File: src/rtl/sram_strobe_ctrl.sv
module sram_strobe_ctrl #(
  parameter int AW      = 17,
  parameter int DW      = 8,
  parameter int CLK_NS  = 4,
  parameter int T_AA    = 10,
  parameter int T_DOE   = 5,
  parameter int T_RC    = 10,
  parameter int T_WC    = 10,
  parameter int T_PWE   = 7,
  parameter int T_AW    = 8,
  parameter int T_SCE   = 8,
  parameter int T_SD    = 5,
  parameter int T_HZOE  = 5
) (
  input  logic          clk,
  input  logic          rst_n,
  input  logic          req_valid,
  output logic          req_ready,
  input  logic          req_write,
  input  logic [AW-1:0] req_addr,
  input  logic [DW-1:0] req_wdata,
  output logic          rsp_valid,
  output logic [DW-1:0] rsp_data,
  output logic [AW-1:0] mem_addr,
  output logic          mem_ce_n,
  output logic          mem_we_n,
  output logic          mem_oe_n,
  output logic [DW-1:0] mem_dq_out,
  output logic          mem_dq_oe,
  input  logic [DW-1:0] mem_dq_in
);

  function automatic int to_cyc(input int ns);
    int c;
    c = (ns + CLK_NS - 1) / CLK_NS;
    return (c < 1) ? 1 : c;
  endfunction

  function automatic int max2(input int a, input int b);
    return (a > b) ? a : b;
  endfunction

  localparam int RD_CYC = max2(to_cyc(T_AA), max2(to_cyc(T_DOE), to_cyc(T_RC)));
  localparam int WR_CYC = max2(max2(to_cyc(T_PWE), to_cyc(T_AW)),
                               max2(max2(to_cyc(T_SD), to_cyc(T_WC)), to_cyc(T_SCE)));
  localparam int TA_CYC = to_cyc(T_HZOE);
  localparam int MAXC   = max2(RD_CYC, max2(WR_CYC, TA_CYC));
  localparam int CW     = $clog2(MAXC + 2);

  typedef enum logic [1:0] {IDLE, RD, WR, TURN} state_t;
  state_t        state;
  logic [CW-1:0] cnt;

  assign req_ready = (state == IDLE);

  always_ff @(posedge clk) begin
    if (!rst_n) begin
      state      <= IDLE;
      cnt        <= '0;
      mem_ce_n   <= 1'b1;
      mem_we_n   <= 1'b1;
      mem_oe_n   <= 1'b1;
      mem_dq_oe  <= 1'b0;
      mem_addr   <= '0;
      mem_dq_out <= '0;
      rsp_valid  <= 1'b0;
      rsp_data   <= '0;
    end else begin
      rsp_valid <= 1'b0;
      case (state)
        IDLE: if (req_valid) begin
          mem_addr <= req_addr;
          mem_ce_n <= 1'b0;
          cnt      <= '0;
          if (req_write) begin
            mem_we_n   <= 1'b0;
            mem_dq_oe  <= 1'b1;
            mem_dq_out <= req_wdata;
            state      <= WR;
          end else begin
            mem_oe_n <= 1'b0;
            state    <= RD;
          end
        end
        RD: if (cnt == CW'(RD_CYC - 1)) begin
          rsp_data  <= mem_dq_in;
          rsp_valid <= 1'b1;
          mem_ce_n  <= 1'b1;
          mem_oe_n  <= 1'b1;
          cnt       <= '0;
          state     <= TURN;
        end else cnt <= cnt + 1'b1;
        WR: if (cnt == CW'(WR_CYC - 1)) begin
          mem_we_n  <= 1'b1;
          mem_ce_n  <= 1'b1;
          mem_dq_oe <= 1'b0;
          cnt       <= '0;
          state     <= IDLE;
        end else cnt <= cnt + 1'b1;
        TURN: if (cnt == CW'(TA_CYC - 1)) state <= IDLE;
              else cnt <= cnt + 1'b1;
        default: state <= IDLE;
      endcase
    end
  end

  logic [CW-1:0] we_run, oe_hi;
  always_ff @(posedge clk) begin
    if (!rst_n) begin
      we_run <= '0;
      oe_hi  <= CW'(TA_CYC);
    end else begin
      we_run <= mem_we_n ? '0 : ((we_run == CW'(MAXC + 1)) ? we_run : we_run + 1'b1);
      oe_hi  <= !mem_oe_n ? '0 : ((oe_hi == CW'(TA_CYC)) ? oe_hi : oe_hi + 1'b1);
    end
  end

  assert_write_strobes_R4: assert property (@(posedge clk) disable iff (!rst_n)
    !mem_we_n |-> (!mem_ce_n && mem_oe_n && mem_dq_oe));
  assert_read_strobes_R2: assert property (@(posedge clk) disable iff (!rst_n)
    !mem_oe_n |-> (!mem_ce_n && mem_we_n && !mem_dq_oe));
  assert_pulse_width_R8: assert property (@(posedge clk) disable iff (!rst_n)
    $rose(mem_we_n) |-> (we_run >= CW'(WR_CYC)));
  assert_joint_end_R5: assert property (@(posedge clk) disable iff (!rst_n)
    $rose(mem_we_n) |-> (mem_ce_n && !mem_dq_oe));
  assert_stable_write_R5: assert property (@(posedge clk) disable iff (!rst_n)
    (!mem_we_n && $past(!mem_we_n)) |-> ($stable(mem_addr) && $stable(mem_dq_out)));
  assert_turnaround_R6: assert property (@(posedge clk) disable iff (!rst_n)
    $rose(mem_dq_oe) |-> (oe_hi >= CW'(TA_CYC)));
  assert_single_rsp_R3: assert property (@(posedge clk) disable iff (!rst_n)
    rsp_valid |=> !rsp_valid);
  assert_rsp_after_read_R9: assert property (@(posedge clk) disable iff (!rst_n)
    rsp_valid |-> $past(!mem_oe_n));
  assert_busy_R7: assert property (@(posedge clk) disable iff (!rst_n)
    !mem_ce_n |-> !req_ready);

endmodule

File: config.mk
export PLATFORM = sky130hd
export DESIGN_NAME = sram_strobe_ctrl
export DESIGN_NICKNAME = d
export VERILOG_FILES = /design/src/rtl/sram_strobe_ctrl.sv
export SDC_FILE = /design/constraint.sdc
export NUM_CORES = 1
export LEC_CHECK = 0
export BUFFER_PORTS_ARGS = -buffer_cell sky130_fd_sc_hd__buf_2
export CAP_MARGIN = 20
export CORE_UTILIZATION = 43
export DETAILED_ROUTE_END_ITERATION = 6
export HOLD_SLACK_MARGIN = 0.05
export PLACE_DENSITY_LB_ADDON = 0.2
export SLEW_MARGIN = 10
export SYNTH_ARGS = -nofsm -noshare
export SYNTH_HDL_FRONTEND = slang
export SYNTH_SLANG_ARGS = --single-unit
export TNS_END_PERCENT = 50
File: constraint.sdc
create_clock -name clk -period 1.6 [get_ports clk]
set_clock_uncertainty 0.1 [all_clocks]
set_input_delay 0.08 -clock clk [delete_from_list [all_inputs] [get_ports clk]]
set_output_delay 0.08 -clock clk [all_outputs]
set_load 0.02 [all_outputs]
==> flow_metrics.py, run 1 <==
metrics = {
    "run_status": {
        "outcome": "complete, no violations",
    },
    "critical_path": {
        "crit_chain": "inv_2 > ha_1 > nand2b_1 > a2111oi_1 > a31oi_1 > o21ai_1",
        "slowest_delay_ns": 0.44,
        "arrival_ns": 1.71,
        "critical_path_class": "register to register",
        "critPathMaxFanout": 4,
        "crit_path_start_kind": "register",
        "required_ns": 1.73,
        "critPathBufInv": 1,
        "crit_family": "compound AO/OA/AOI/OAI gates",
        "slowest_stage": "a2111oi_1",
        "critPathCaptureType": "register",
    },
    "routing": {
        "ant_nets": 0,
        "first_iter_violations": 103,
        "drcViolationCount": 0,
        "post_drt_via_cell_ratio": 5.01,
        "dr.pass1.iters": 4,
        "dr_total_vias": 1938,
        "wl_per_cell_um": 12.9,
        "totalWireLength_mm": 4.97,
    },
    "timing": {
        "setup_viol": 0,
        "worst_pin_slew_ns": 0.386,
        "max-slew-margin-rel_pct": 74.2,
        "rsz0062_at_grt": "true",
        "timing.final.crit_share_pct": 98.9,
        "finalCriticalPeriod_ns": 1.58,
        "fmax_ghz": 0.632,
        "fin_ws_ns": 0.0182,
        "slew_viol_final": 0,
        "finalHoldViolations": 0,
        "finalSetupTns_ns": 0,
    },
    "power_and_ir_drop": {
        "cellPowerDensity_nw_per_um2": 1250,
        "leakage_nw": 1.26,
        "vdd_drop_max_mv": 0.635,
    },
    "final_layout": {
        "drive_gt1_share_pct": 35.9,
        "multiInputGateArea_sq_um": 981,
        "area_delta_synth_final_pct": 53.9,
        "n_fill_cell": 321,
        "fin_nets": 382,
        "final_core_util_pct": 70.0,
        "num_antenna_cells": 0,
        "layoutNonFillerInstCount": 387,
        "regArea_sq_um": 866,
    },
    "grt": {
        "grt_overflow": 0,
        "grt_antenna_before_repair": 0,
        "grt_usage_pct": 20.6,
        "grt_pass1_vias": 1587,
        "grt_pass1_wl_mm": 7.06,
        "grt_max_degree": 32,
    },
    "synthesis": {
        "yosysWarnings": 0,
        "synthAdderAreaFrac_pct": 6.06,
        "yosys-mux-area-fraction_pct": 2.22,
        "synth_nets": 265,
        "synth_compound_area_share_pct": 18.2,
        "synth_xor_area_share_pct": 0,
        "ys_seq_elements": 43,
        "ys_seq_area_share_pct": 46.3,
        "synthCells": 219,
        "synthDistinctLibCells": 38,
        "synth_top_family_by_area": "simple AND/OR/NAND/NOR gates",
        "avgSynthCellArea_sq_um": 8.48,
        "netlist_area_sq_um": 1860,
        "synth-simple-area-share_pct": 21.4,
    },
    "clock_network": {
        "clk_latency_ns": 0.29,
        "clk_path_buf_depth": 2,
        "path_clk_slew_ns": 0.08,
        "root_buffer": "clkbuf_8",
        "cts_tree": "done",
        "cts.sinks": 43,
        "cts_htree_levels": 2,
        "cts_buffers": 5,
    },
    "die": {
        "rows": 23,
        "ios": 76,
        "die_y_um": 67.7,
        "start_util_pct": 45.5,
        "core_area_sq_um": 4090,
        "dieArea_sq_um": 4590,
        "die_w_um": 67.7,
    },
    "place": {
        "gp_congestion": 0.788,
        "hpwl_mm": 3.05,
        "pre_cts_ws_ns": -0.0281,
        "place_inst": 341,
        "io_buffers": 75,
    },
    "min_path": {
        "hold_path.class": "input pin to register",
    },
    "job": {
        "drv_cap": 0,
    },
}
==> stage by stage <==
step / cell area (sq um) / power, mW / hold slack (ns)
after global placement: 2320 / 2.63 / 0.224
after detailed placement: 2320 / 2.64 / 0.227
after CTS: 2750 / 3.39 / 0.0644
after global routing: 2860 / 3.79 / 0.106
after floorplan: 1870 / 2.26 / 0.116
final: 2860 / 3.56 / 0.101
==> flip-flops by register name, summed over array words and instances, names as in the netlist <==
signal,count
mem_addr,17
mem_dq_out,8
rsp_data,8
cnt,3
state,2
mem_ce_n,1
mem_dq_oe,1
mem_oe_n,1
mem_we_n,1
rsp_valid,1
==> worst register-to-register path: stages, from the launching register on <==
cell,delay (ns)
dfxtp_2,0.34
inv_2,0.07
ha_1,0.23
nand2b_1,0.16
a2111oi_1,0.44
a31oi_1,0.09
o21ai_1,0.08
==> Yosys cell counts <==
library cell / instances / share of area, %
a211oi_2: 2 / 1.3
a31oi_2: 1 / 0.67
nand2b_4: 1 / 0.74
nand3b_1: 1 / 0.40
nor3b_1: 1 / 0.40
a21oi_4: 1 / 0.88
buf_2: 7 / 1.9
nor2_2: 1 / 0.34
nand2_1: 56 / 11
a21boi_1: 1 / 0.40
a2111oi_0: 1 / 0.47
o221a_2: 1 / 0.61
clkbuf_1: 1 / 0.20
a21oi_1: 36 / 9.7
o22ai_1: 1 / 0.34
nand3_1: 17 / 4.6
and2_1: 1 / 0.34
o21ai_0: 1 / 0.27
mux2_2: 1 / 0.61
dfxtp_1: 43 / 46
inv_1: 8 / 1.6
nand2_2: 2 / 0.67
buf_6: 1 / 0.61
nand2b_1: 2 / 0.67
buf_4: 3 / 1.2
o32ai_1: 2 / 0.94
nor2b_4: 1 / 0.74
a311oi_1: 1 / 0.47
a41o_1: 1 / 0.54
o21ai_1: 3 / 0.81
a2bb2oi_1: 1 / 0.47
a31oi_1: 1 / 0.34
mux2i_1: 3 / 1.6
nor3_1: 1 / 0.27
nor2_1: 3 / 0.61
ha_1: 9 / 6.1
buf_1: 1 / 0.20
nor2b_1: 1 / 0.34
==> area by class of cell <==
cell class	count	area share, %
Clock buffer	6	2.54
Tap cell	50	2.19
Timing Repair Buffer	123	29.1
Sequential cell	43	30.3
Multi-Input combinational cell	155	34.3
Clock inverter	2	0.437
Inverter	8	1.14
==> layer usage <==
layer	GRT usage (%)	up-vias	share of wire, %
met1	23.7	883	41
met3	6.42	5	7.6
li1	-	977	-
met2	35.9	73	50
met5	0	-	0
met4	6.38	0	0.54
==> cells in the final DEF, fill, tap and decap left out, drive strengths merged <==
| cell type | count |
|---|---|
| a311oi | 1 |
| o221a | 1 |
| a21boi | 1 |
| clkinvlp | 1 |
| mux2i | 3 |
| inv | 8 |
| o21ai | 4 |
| nand2 | 58 |
| nand3b | 1 |
| nor3b | 1 |
| mux2 | 1 |
| o22ai | 1 |
| a2bb2oi | 1 |
| nor2b | 2 |
| o32ai | 2 |
| ha | 9 |
| a31oi | 2 |
| a2111oi | 1 |
| nor2 | 4 |
| nand2b | 3 |
| and2 | 1 |
| clkinv | 1 |
| clkbuf | 6 |
| dfxtp | 43 |
| a41o | 1 |
| buf | 89 |
| a211oi | 2 |
| a21oi | 37 |
| dlygate4sd3 | 34 |
| nor3 | 1 |
| nand3 | 17 |
==> path summary, 6_finish.rpt <==
kind                                                 start  depth (start not counted)  slack (ns)                         end
worst max-delay path                 state[0]$_SDFFE_PN0P_                          6        0.02         cnt[2]$_SDFFE_PN0P_
worst min-delay path                             req_write                          3        0.10  mem_dq_out[3]$_SDFFE_PN0P_
worst max register to register       state[0]$_SDFFE_PN0P_                          6        0.02         cnt[2]$_SDFFE_PN0P_
worst min register to register  mem_dq_out[1]$_SDFFE_PN0P_                          2        0.35  mem_dq_out[1]$_SDFFE_PN0P_
==> where the power goes <==
group          total [mW]  switching [mW]  internal, mW
clock               0.673           0.368         0.305
sequential           1.33          0.0871          1.24
combinational        1.56           0.863         0.697
==> repair_timing <==
action / CTS / global route
gates resized for setup: 4 / 16
pin swaps: 0 / 4
buffers inserted: 0 / 4
hold buffers: 34 / 0
endpoints found under the hold margin: 36 / 0
setup endpoints to repair: 4 / 11
==> cell families (layout without fill, tap and decap cells) <==
logic type | Yosys count | count (layout)
flops | 43 | 43
fa+ha+maj | 9 | 9
buf+inv | 21 | 139
compound gates | 54 | 54
simple gates | 88 | 88
mux | 4 | 4
(Power assumes the default switching activity.)
==> run 2: changes to the inputs <==
--- a/config.mk
+++ b/config.mk
@@ -7,7 +7,7 @@
 export LEC_CHECK = 0
 export BUFFER_PORTS_ARGS = -buffer_cell sky130_fd_sc_hd__buf_2
 export CAP_MARGIN = 20
-export CORE_UTILIZATION = 43
+export CORE_UTILIZATION = 47
 export DETAILED_ROUTE_END_ITERATION = 6
 export HOLD_SLACK_MARGIN = 0.05
 export PLACE_DENSITY_LB_ADDON = 0.2
==> constraint.sdc (replaced) <==
create_clock -name clk -period 1.7 [get_ports clk]
set_clock_uncertainty 0.1 [all_clocks]
set_input_delay 0.085 -clock clk [delete_from_list [all_inputs] [get_ports clk]]
set_output_delay 0.085 -clock clk [all_outputs]
set_load 0.02 [all_outputs]
==> flow_metrics.py, run 2 (same netlist as run 1, synthesis figures left out) <==
metrics = {
    "run_status": {
        "outcome": "complete, no violations",
    },
    "critical_path": {
        "slowest_delay_ns": 0.43,
        "crit_chain": "inv_1 > ha_1 > nand2b_1 > a2111oi_1 > a31oi_1 > o21ai_1",
        "crit_path_start_kind": "register",
        "slowest_stage": "a2111oi_1",
        "critPathCaptureType": "register",
        "critical_path_class": "register to register",
        "arrival_ns": 1.75,
        "required_ns": 1.83,
        "critPathMaxFanout": 5,
    },
    "final_layout": {
        "drive_gt1_share_pct": 32.7,
        "layout_common_cells": "buf_2, nand2_1, dfxtp_1, a21oi_1, dlygate4sd3_1",
        "largest_register": "mem_addr",
        "largest_reg_flops": 17,
        "num_antenna_cells": 0,
        "fin_nets": 379,
        "n_fill_cell": 299,
        "layout_commonest_cell": "buf_2",
        "area_delta_synth_final_pct": 49.9,
        "finalInstanceArea_sq_um": 2790,
        "reg.largest.list": "mem_addr: 17 flops, mem_dq_out: 8 flops, rsp_data: 8 flops",
        "final_core_util_pct": 74.9,
    },
    "timing": {
        "setup_viol": 0,
        "hold_slack_ns": 0.0751,
        "finalSetupTns_ns": 0,
        "max-slew-margin-rel_pct": 74.9,
        "slew_viol_final": 0,
        "finalHoldViolations": 0,
        "worst_pin_slew_ns": 0.375,
        "fmax_ghz": 0.615,
        "timing.final.crit_share_pct": 95.6,
        "finalCriticalPeriod_ns": 1.63,
    },
    "place": {
        "io_buffers": 75,
        "placed_area_sq_um": 2310,
        "gp_congestion": 0.862,
        "hpwl_mm": 3.08,
    },
    "power_and_ir_drop": {
        "finalPower_mw": 3.34,
        "cellPowerDensity_nw_per_um2": 1200,
        "vdd_drop_max_mv": 0.874,
        "combPwrFrac_pct": 39.5,
        "intPower_mw": 2.16,
        "p_seq_share_pct": 37.5,
        "power.switching_fraction_pct": 35.2,
        "clkPwrFrac_pct": 23.0,
        "switching_power_mw": 1.18,
        "leakage_nw": 1.24,
    },
    "clock_network": {
        "cts_tree": "done",
        "cts_htree_levels": 2,
        "path_clk_slew_ns": 0.09,
        "cts_buffers": 5,
        "clk_path_buf_depth": 2,
        "cts.sinks": 43,
        "clk_latency_ns": 0.30,
        "root_buffer": "clkbuf_8",
    },
    "die": {
        "die_w_um": 64.9,
        "dieArea_sq_um": 4210,
        "die_y_um": 64.9,
        "start_util_pct": 50.0,
        "rows": 22,
        "ios": 76,
        "core_area_sq_um": 3720,
    },
    "routing": {
        "drcViolationCount": 0,
        "dr.pass1.iters": 4,
        "post_drt_via_cell_ratio": 5.09,
        "dr_total_vias": 1941,
        "wl_per_cell_um": 13.4,
        "first_iter_violations": 128,
        "totalWireLength_mm": 5.11,
        "ant_nets": 0,
    },
    "grt": {
        "grt_usage_pct": 25.9,
        "grt_pass1_vias": 1900,
        "grt_antenna_before_repair": 0,
        "grt_max_degree": 18,
        "grt_pass1_wl_mm": 8.34,
        "grt_overflow": 0,
    },
    "min_path": {
        "hold_path.class": "input pin to register",
    },
    "job": {
        "drv_cap": 0,
    },
}
run 2: changes by cell type in the layout (fill, tap and decap cells not counted), sizes merged:
| cell | change |
|---|---|
| bufinv | +1 |
| buf | -3 |
| clkinv | -1 |
| clkinvlp | -1 |
run 2: cell type report:
class	instances	area (sq um)	area share [%]
Inverter	8	30.0	1.08
Timing Repair Buffer	120	811	29.1
Multi-Input combinational cell	155	920	33.0
Clock buffer	6	72.6	2.61
Tap cell	48	60.1	2.16
Sequential cell	43	862	31.0
Clock inverter	1	30.0	1.08
run 2: repair_timing:
| item | in CTS | in global routing |
|---|---|---|
| setup endpoints to repair | 0 | 22 |
| hold endpoints to repair | 36 | 0 |
| buffers inserted | 0 | 0 |
| hold buffers | 34 | 0 |
| gates resized for setup | 0 | 9 |
run 2: power groups by stage:
stage / logic [mW] / registers, mW / clock network (mW)
2_1_floorplan: 0.671 / 1.44 / 0
3_3_place_gp: 1.18 / 1.27 / 0
3_5_place_dp: 1.20 / 1.27 / 0
4_1_cts: 1.26 / 1.25 / 0.774
5_1_grt: 1.45 / 1.27 / 0.825
6_report: 1.32 / 1.25 / 0.766
run 2: final timing paths:
kind / cells past startpoint / slack [ns] / start / to
setup / recovery: 6 / 0.07 / state[1]$_SDFFE_PN0P_ / cnt[2]$_SDFFE_PN0P_
hold / removal: 3 / 0.08 / req_write / mem_dq_out[2]$_SDFFE_PN0P_
setup reg to reg: 6 / 0.07 / state[1]$_SDFFE_PN0P_ / cnt[2]$_SDFFE_PN0P_
hold reg to reg: 2 / 0.35 / rsp_data[4]$_SDFFE_PN0P_ / rsp_data[4]$_SDFFE_PN0P_
run 2: critical path: cells and delay by family (launching register included):
| kind | cells | cell delay [ns] |
|---|---|---|
| flip-flops | 1 | 0.37 |
| adder cells (fa/ha/maj) | 1 | 0.23 |
| buffers and inverters | 1 | 0.11 |
| AO/OA/AOI/OAI | 3 | 0.59 |
| AND/OR/NAND/NOR | 1 | 0.16 |
run 2: routing by layer:
layer	track usage [%]	share of wire (%)	up-vias	wire (um)
li1	-	-	964	-
met1	29.2	43	909	2170
met2	45.8	51	60	2610
met3	5.99	5.0	8	253
met4	11.4	1.4	0	71
met5	0	0	-	0
run 2: through the flow:
step	std cells	setup slack, ns
after floorplan	219	0.0429
after global placement	340	0.100
after detailed placement	340	0.0612
after CTS	381	0.0513
after global routing	381	-0.00288
final	381	0.0750
==> run 3: changes to the inputs <==
--- a/config.mk
+++ b/config.mk
@@ -5,10 +5,13 @@
 export SDC_FILE = /design/constraint.sdc
 export NUM_CORES = 1
 export LEC_CHECK = 0
+export ABC_AREA = 1
+export ABC_CLOCK_PERIOD_IN_PS = 1700
 export BUFFER_PORTS_ARGS = -buffer_cell sky130_fd_sc_hd__buf_2
 export CAP_MARGIN = 20
 export CORE_UTILIZATION = 47
 export DETAILED_ROUTE_END_ITERATION = 6
+export GPL_TIMING_DRIVEN = 0
 export HOLD_SLACK_MARGIN = 0.05
 export PLACE_DENSITY_LB_ADDON = 0.2
 export SLEW_MARGIN = 10
==> flow_metrics.py, run 3 <==
metrics = {
    "final_layout": {
        "layout_commonest_cell": "buf_2",
        "drive_gt1_share_pct": 30.2,
        "reg.largest.list": "mem_addr: 17 flops, mem_dq_out: 8 flops, rsp_data: 8 flops",
        "layout_common_cells": "buf_2, nor2_1, dfxtp_1, nand2_1, dlygate4sd3_1",
        "largest_register": "mem_addr",
        "n_fill_cell": 268,
        "num_antenna_cells": 0,
        "area_delta_synth_final_pct": 48.8,
        "fin_nets": 403,
        "largest_reg_flops": 17,
    },
    "clock_network": {
        "root_buffer": "clkbuf_8",
        "clk_latency_ns": 0.29,
        "cts_htree_levels": 2,
        "cts_buffers": 5,
        "clk_path_buf_depth": 2,
        "cts.sinks": 43,
        "cts_tree": "done",
        "path_clk_slew_ns": 0.08,
        "cts_setup_buffers": 0,
    },
    "die": {
        "die_y_um": 64.9,
        "die_w_um": 64.9,
        "dieArea_sq_um": 4210,
        "core_area_sq_um": 3720,
        "ios": 76,
        "start_util_pct": 50.1,
        "rows": 22,
    },
    "critical_path": {
        "critPathBufInv": 2,
        "critPathCaptureType": "register",
        "crit_family": "flip-flops",
        "arrival_ns": 1.69,
        "crit_path_start_kind": "register",
        "slowest_delay_ns": 0.36,
        "slowest_stage": "dfxtp_1",
        "crit_chain": "inv_1 > ha_2 > nand2_4 > clkbuf_2 > o21ai_0 > nor2_1",
        "critical_path_class": "register to register",
        "required_ns": 1.79,
        "critPathMaxFanout": 10,
    },
    "timing": {
        "finalSetupTns_ns": 0,
        "rsz0062_at_grt": "false",
        "finalHoldViolations": 0,
        "finalCriticalPeriod_ns": 1.61,
        "max-slew-margin-rel_pct": 76.4,
        "worst_pin_slew_ns": 0.354,
        "slew_viol_final": 0,
        "timing.final.crit_share_pct": 94.4,
        "fin_ws_ns": 0.0949,
        "fmax_ghz": 0.623,
        "setup_viol": 0,
    },
    "routing": {
        "ant_nets": 0,
        "drcViolationCount": 0,
        "dr.pass1.iters": 5,
        "totalWireLength_mm": 5.07,
        "first_iter_violations": 97,
        "wl_per_cell_um": 12.5,
        "dr_total_vias": 1960,
        "post_drt_via_cell_ratio": 4.83,
    },
    "synthesis": {
        "synthDistinctLibCells": 23,
        "netlist_area_sq_um": 1860,
        "yosysWarnings": 0,
        "yosysMostFrequentCell": "nor2_1",
        "synth_nets": 287,
        "avgSynthCellArea_sq_um": 7.72,
        "ys_seq_area_share_pct": 46.3,
        "synth_top_cell_area_share_pct": 46.3,
        "synthCells": 241,
        "synth_edf_count": 0,
        "async_reset_ff_share_pct": 0,
        "ys_seq_elements": 43,
        "ys.flop_type": "dfxtp_1",
        "yosysTopAreaCell": "dfxtp_1",
        "yosys-top-cells-area": "dfxtp_1, nor2_1, nand2_1",
        "ys_top_cells_by_count": "nor2_1, dfxtp_1, nand2_1",
    },
    "place": {
        "hpwl_mm": 2.96,
        "io_buffers": 74,
        "pre_cts_ws_ns": 0.0157,
        "gp_congestion": 0.820,
    },
    "grt": {
        "grt_pass1_wl_mm": 8.31,
        "grt_max_degree": 15,
        "grt_pass1_vias": 1822,
        "grt_antenna_before_repair": 0,
        "grt_overflow": 0,
        "grt_usage_pct": 25.8,
    },
    "run_status": {
        "outcome": "complete, no violations",
    },
    "power_and_ir_drop": {
        "vdd_drop_max_mv": 0.884,
        "leakage_nw": 1.33,
        "cellPowerDensity_nw_per_um2": 1340,
        "finalPower_mw": 3.71,
    },
    "min_path": {
        "hold_path.class": "input pin to register",
    },
    "job": {
        "drv_cap": 0,
    },
}
run 3: layer usage:
layer | global-route usage, % | vias to the layer above | routed length, um
met2 | 47.1 | 65 | 2620
met1 | 28.6 | 879 | 2130
li1 | - | 1008 | -
met4 | 8.06 | 0 | 55
met5 | 0 | - | 0
met3 | 6.87 | 8 | 268
run 3: layout make-up:
cell class | count | area (sq um) | share of cell area [%]
sequential | 43 | 861 | 31.1
timing repair buffer | 109 | 721 | 26.0
inverter | 17 | 68.8 | 2.49
tap | 48 | 60.1 | 2.17
buffer | 9 | 66.3 | 2.40
clock inverter | 3 | 43.8 | 1.58
multi-input combinational | 172 | 878 | 31.7
clock buffer | 5 | 68.8 | 2.49
run 3: final timing paths:
path | startpoint | to | slack, ns | cells after the start
max | state[1]$_SDFFE_PN0P_ | mem_addr[13]$_SDFFE_PN0P_ | 0.09 | 6
min | req_valid | mem_addr[1]$_SDFFE_PN0P_ | 0.13 | 4
max reg2reg | state[1]$_SDFFE_PN0P_ | mem_addr[13]$_SDFFE_PN0P_ | 0.09 | 6
min reg2reg | mem_oe_n$_SDFFE_PN1P_ | mem_oe_n$_SDFFE_PN1P_ | 0.35 | 2
run 3: metrics by stage:
| step | cell area (sq um) | hold WS (ns) | cells | utilization, % |
|---|---|---|---|---|
| after floorplan | 1860 | 0.121 | 241 | - |
| after global placement | 2290 | 0.233 | 363 | 61.6 |
| after detailed placement | 2290 | 0.244 | 363 | 61.6 |
| after CTS | 2760 | 0.125 | 406 | 74.1 |
| after global routing | 2770 | 0.136 | 406 | 74.5 |
| final | 2770 | 0.132 | 406 | 74.5 |
run 3: report_power, final:
group / switching, mW / total (mW) / internal [mW]
sequential: 0.114 / 1.31 / 1.20
combinational: 1.01 / 1.61 / 0.603
clock: 0.350 / 0.788 / 0.437
run 3: logic make-up after synthesis:
family                   count (synthesis)  synth area share (%)
AND/OR/NAND/NOR                        121                  28.4
AO/OA/AOI/OAI                           42                  12.0
adder cells (fa/ha/maj)                  9                  6.05
buffers and inverters                   26                  7.20
flip-flops                              43                  46.3
run 3: worst register-to-register path, stage by stage, from the launching register on:
cell      delay, ns
dfxtp_1        0.36
inv_1          0.12
ha_2           0.29
nand2_4        0.12
clkbuf_2       0.19
o21ai_0        0.24
nor2_1         0.07
run 3: repair_timing:
| action | CTS | global route |
|---|---|---|
| endpoints found under the hold margin | 34 | 0 |
| hold buffers | 35 | 0 |
| endpoints found under the setup margin | 3 | 29 |
| gates resized for setup | 1 | 4 |
| pin swaps | 0 | 0 |
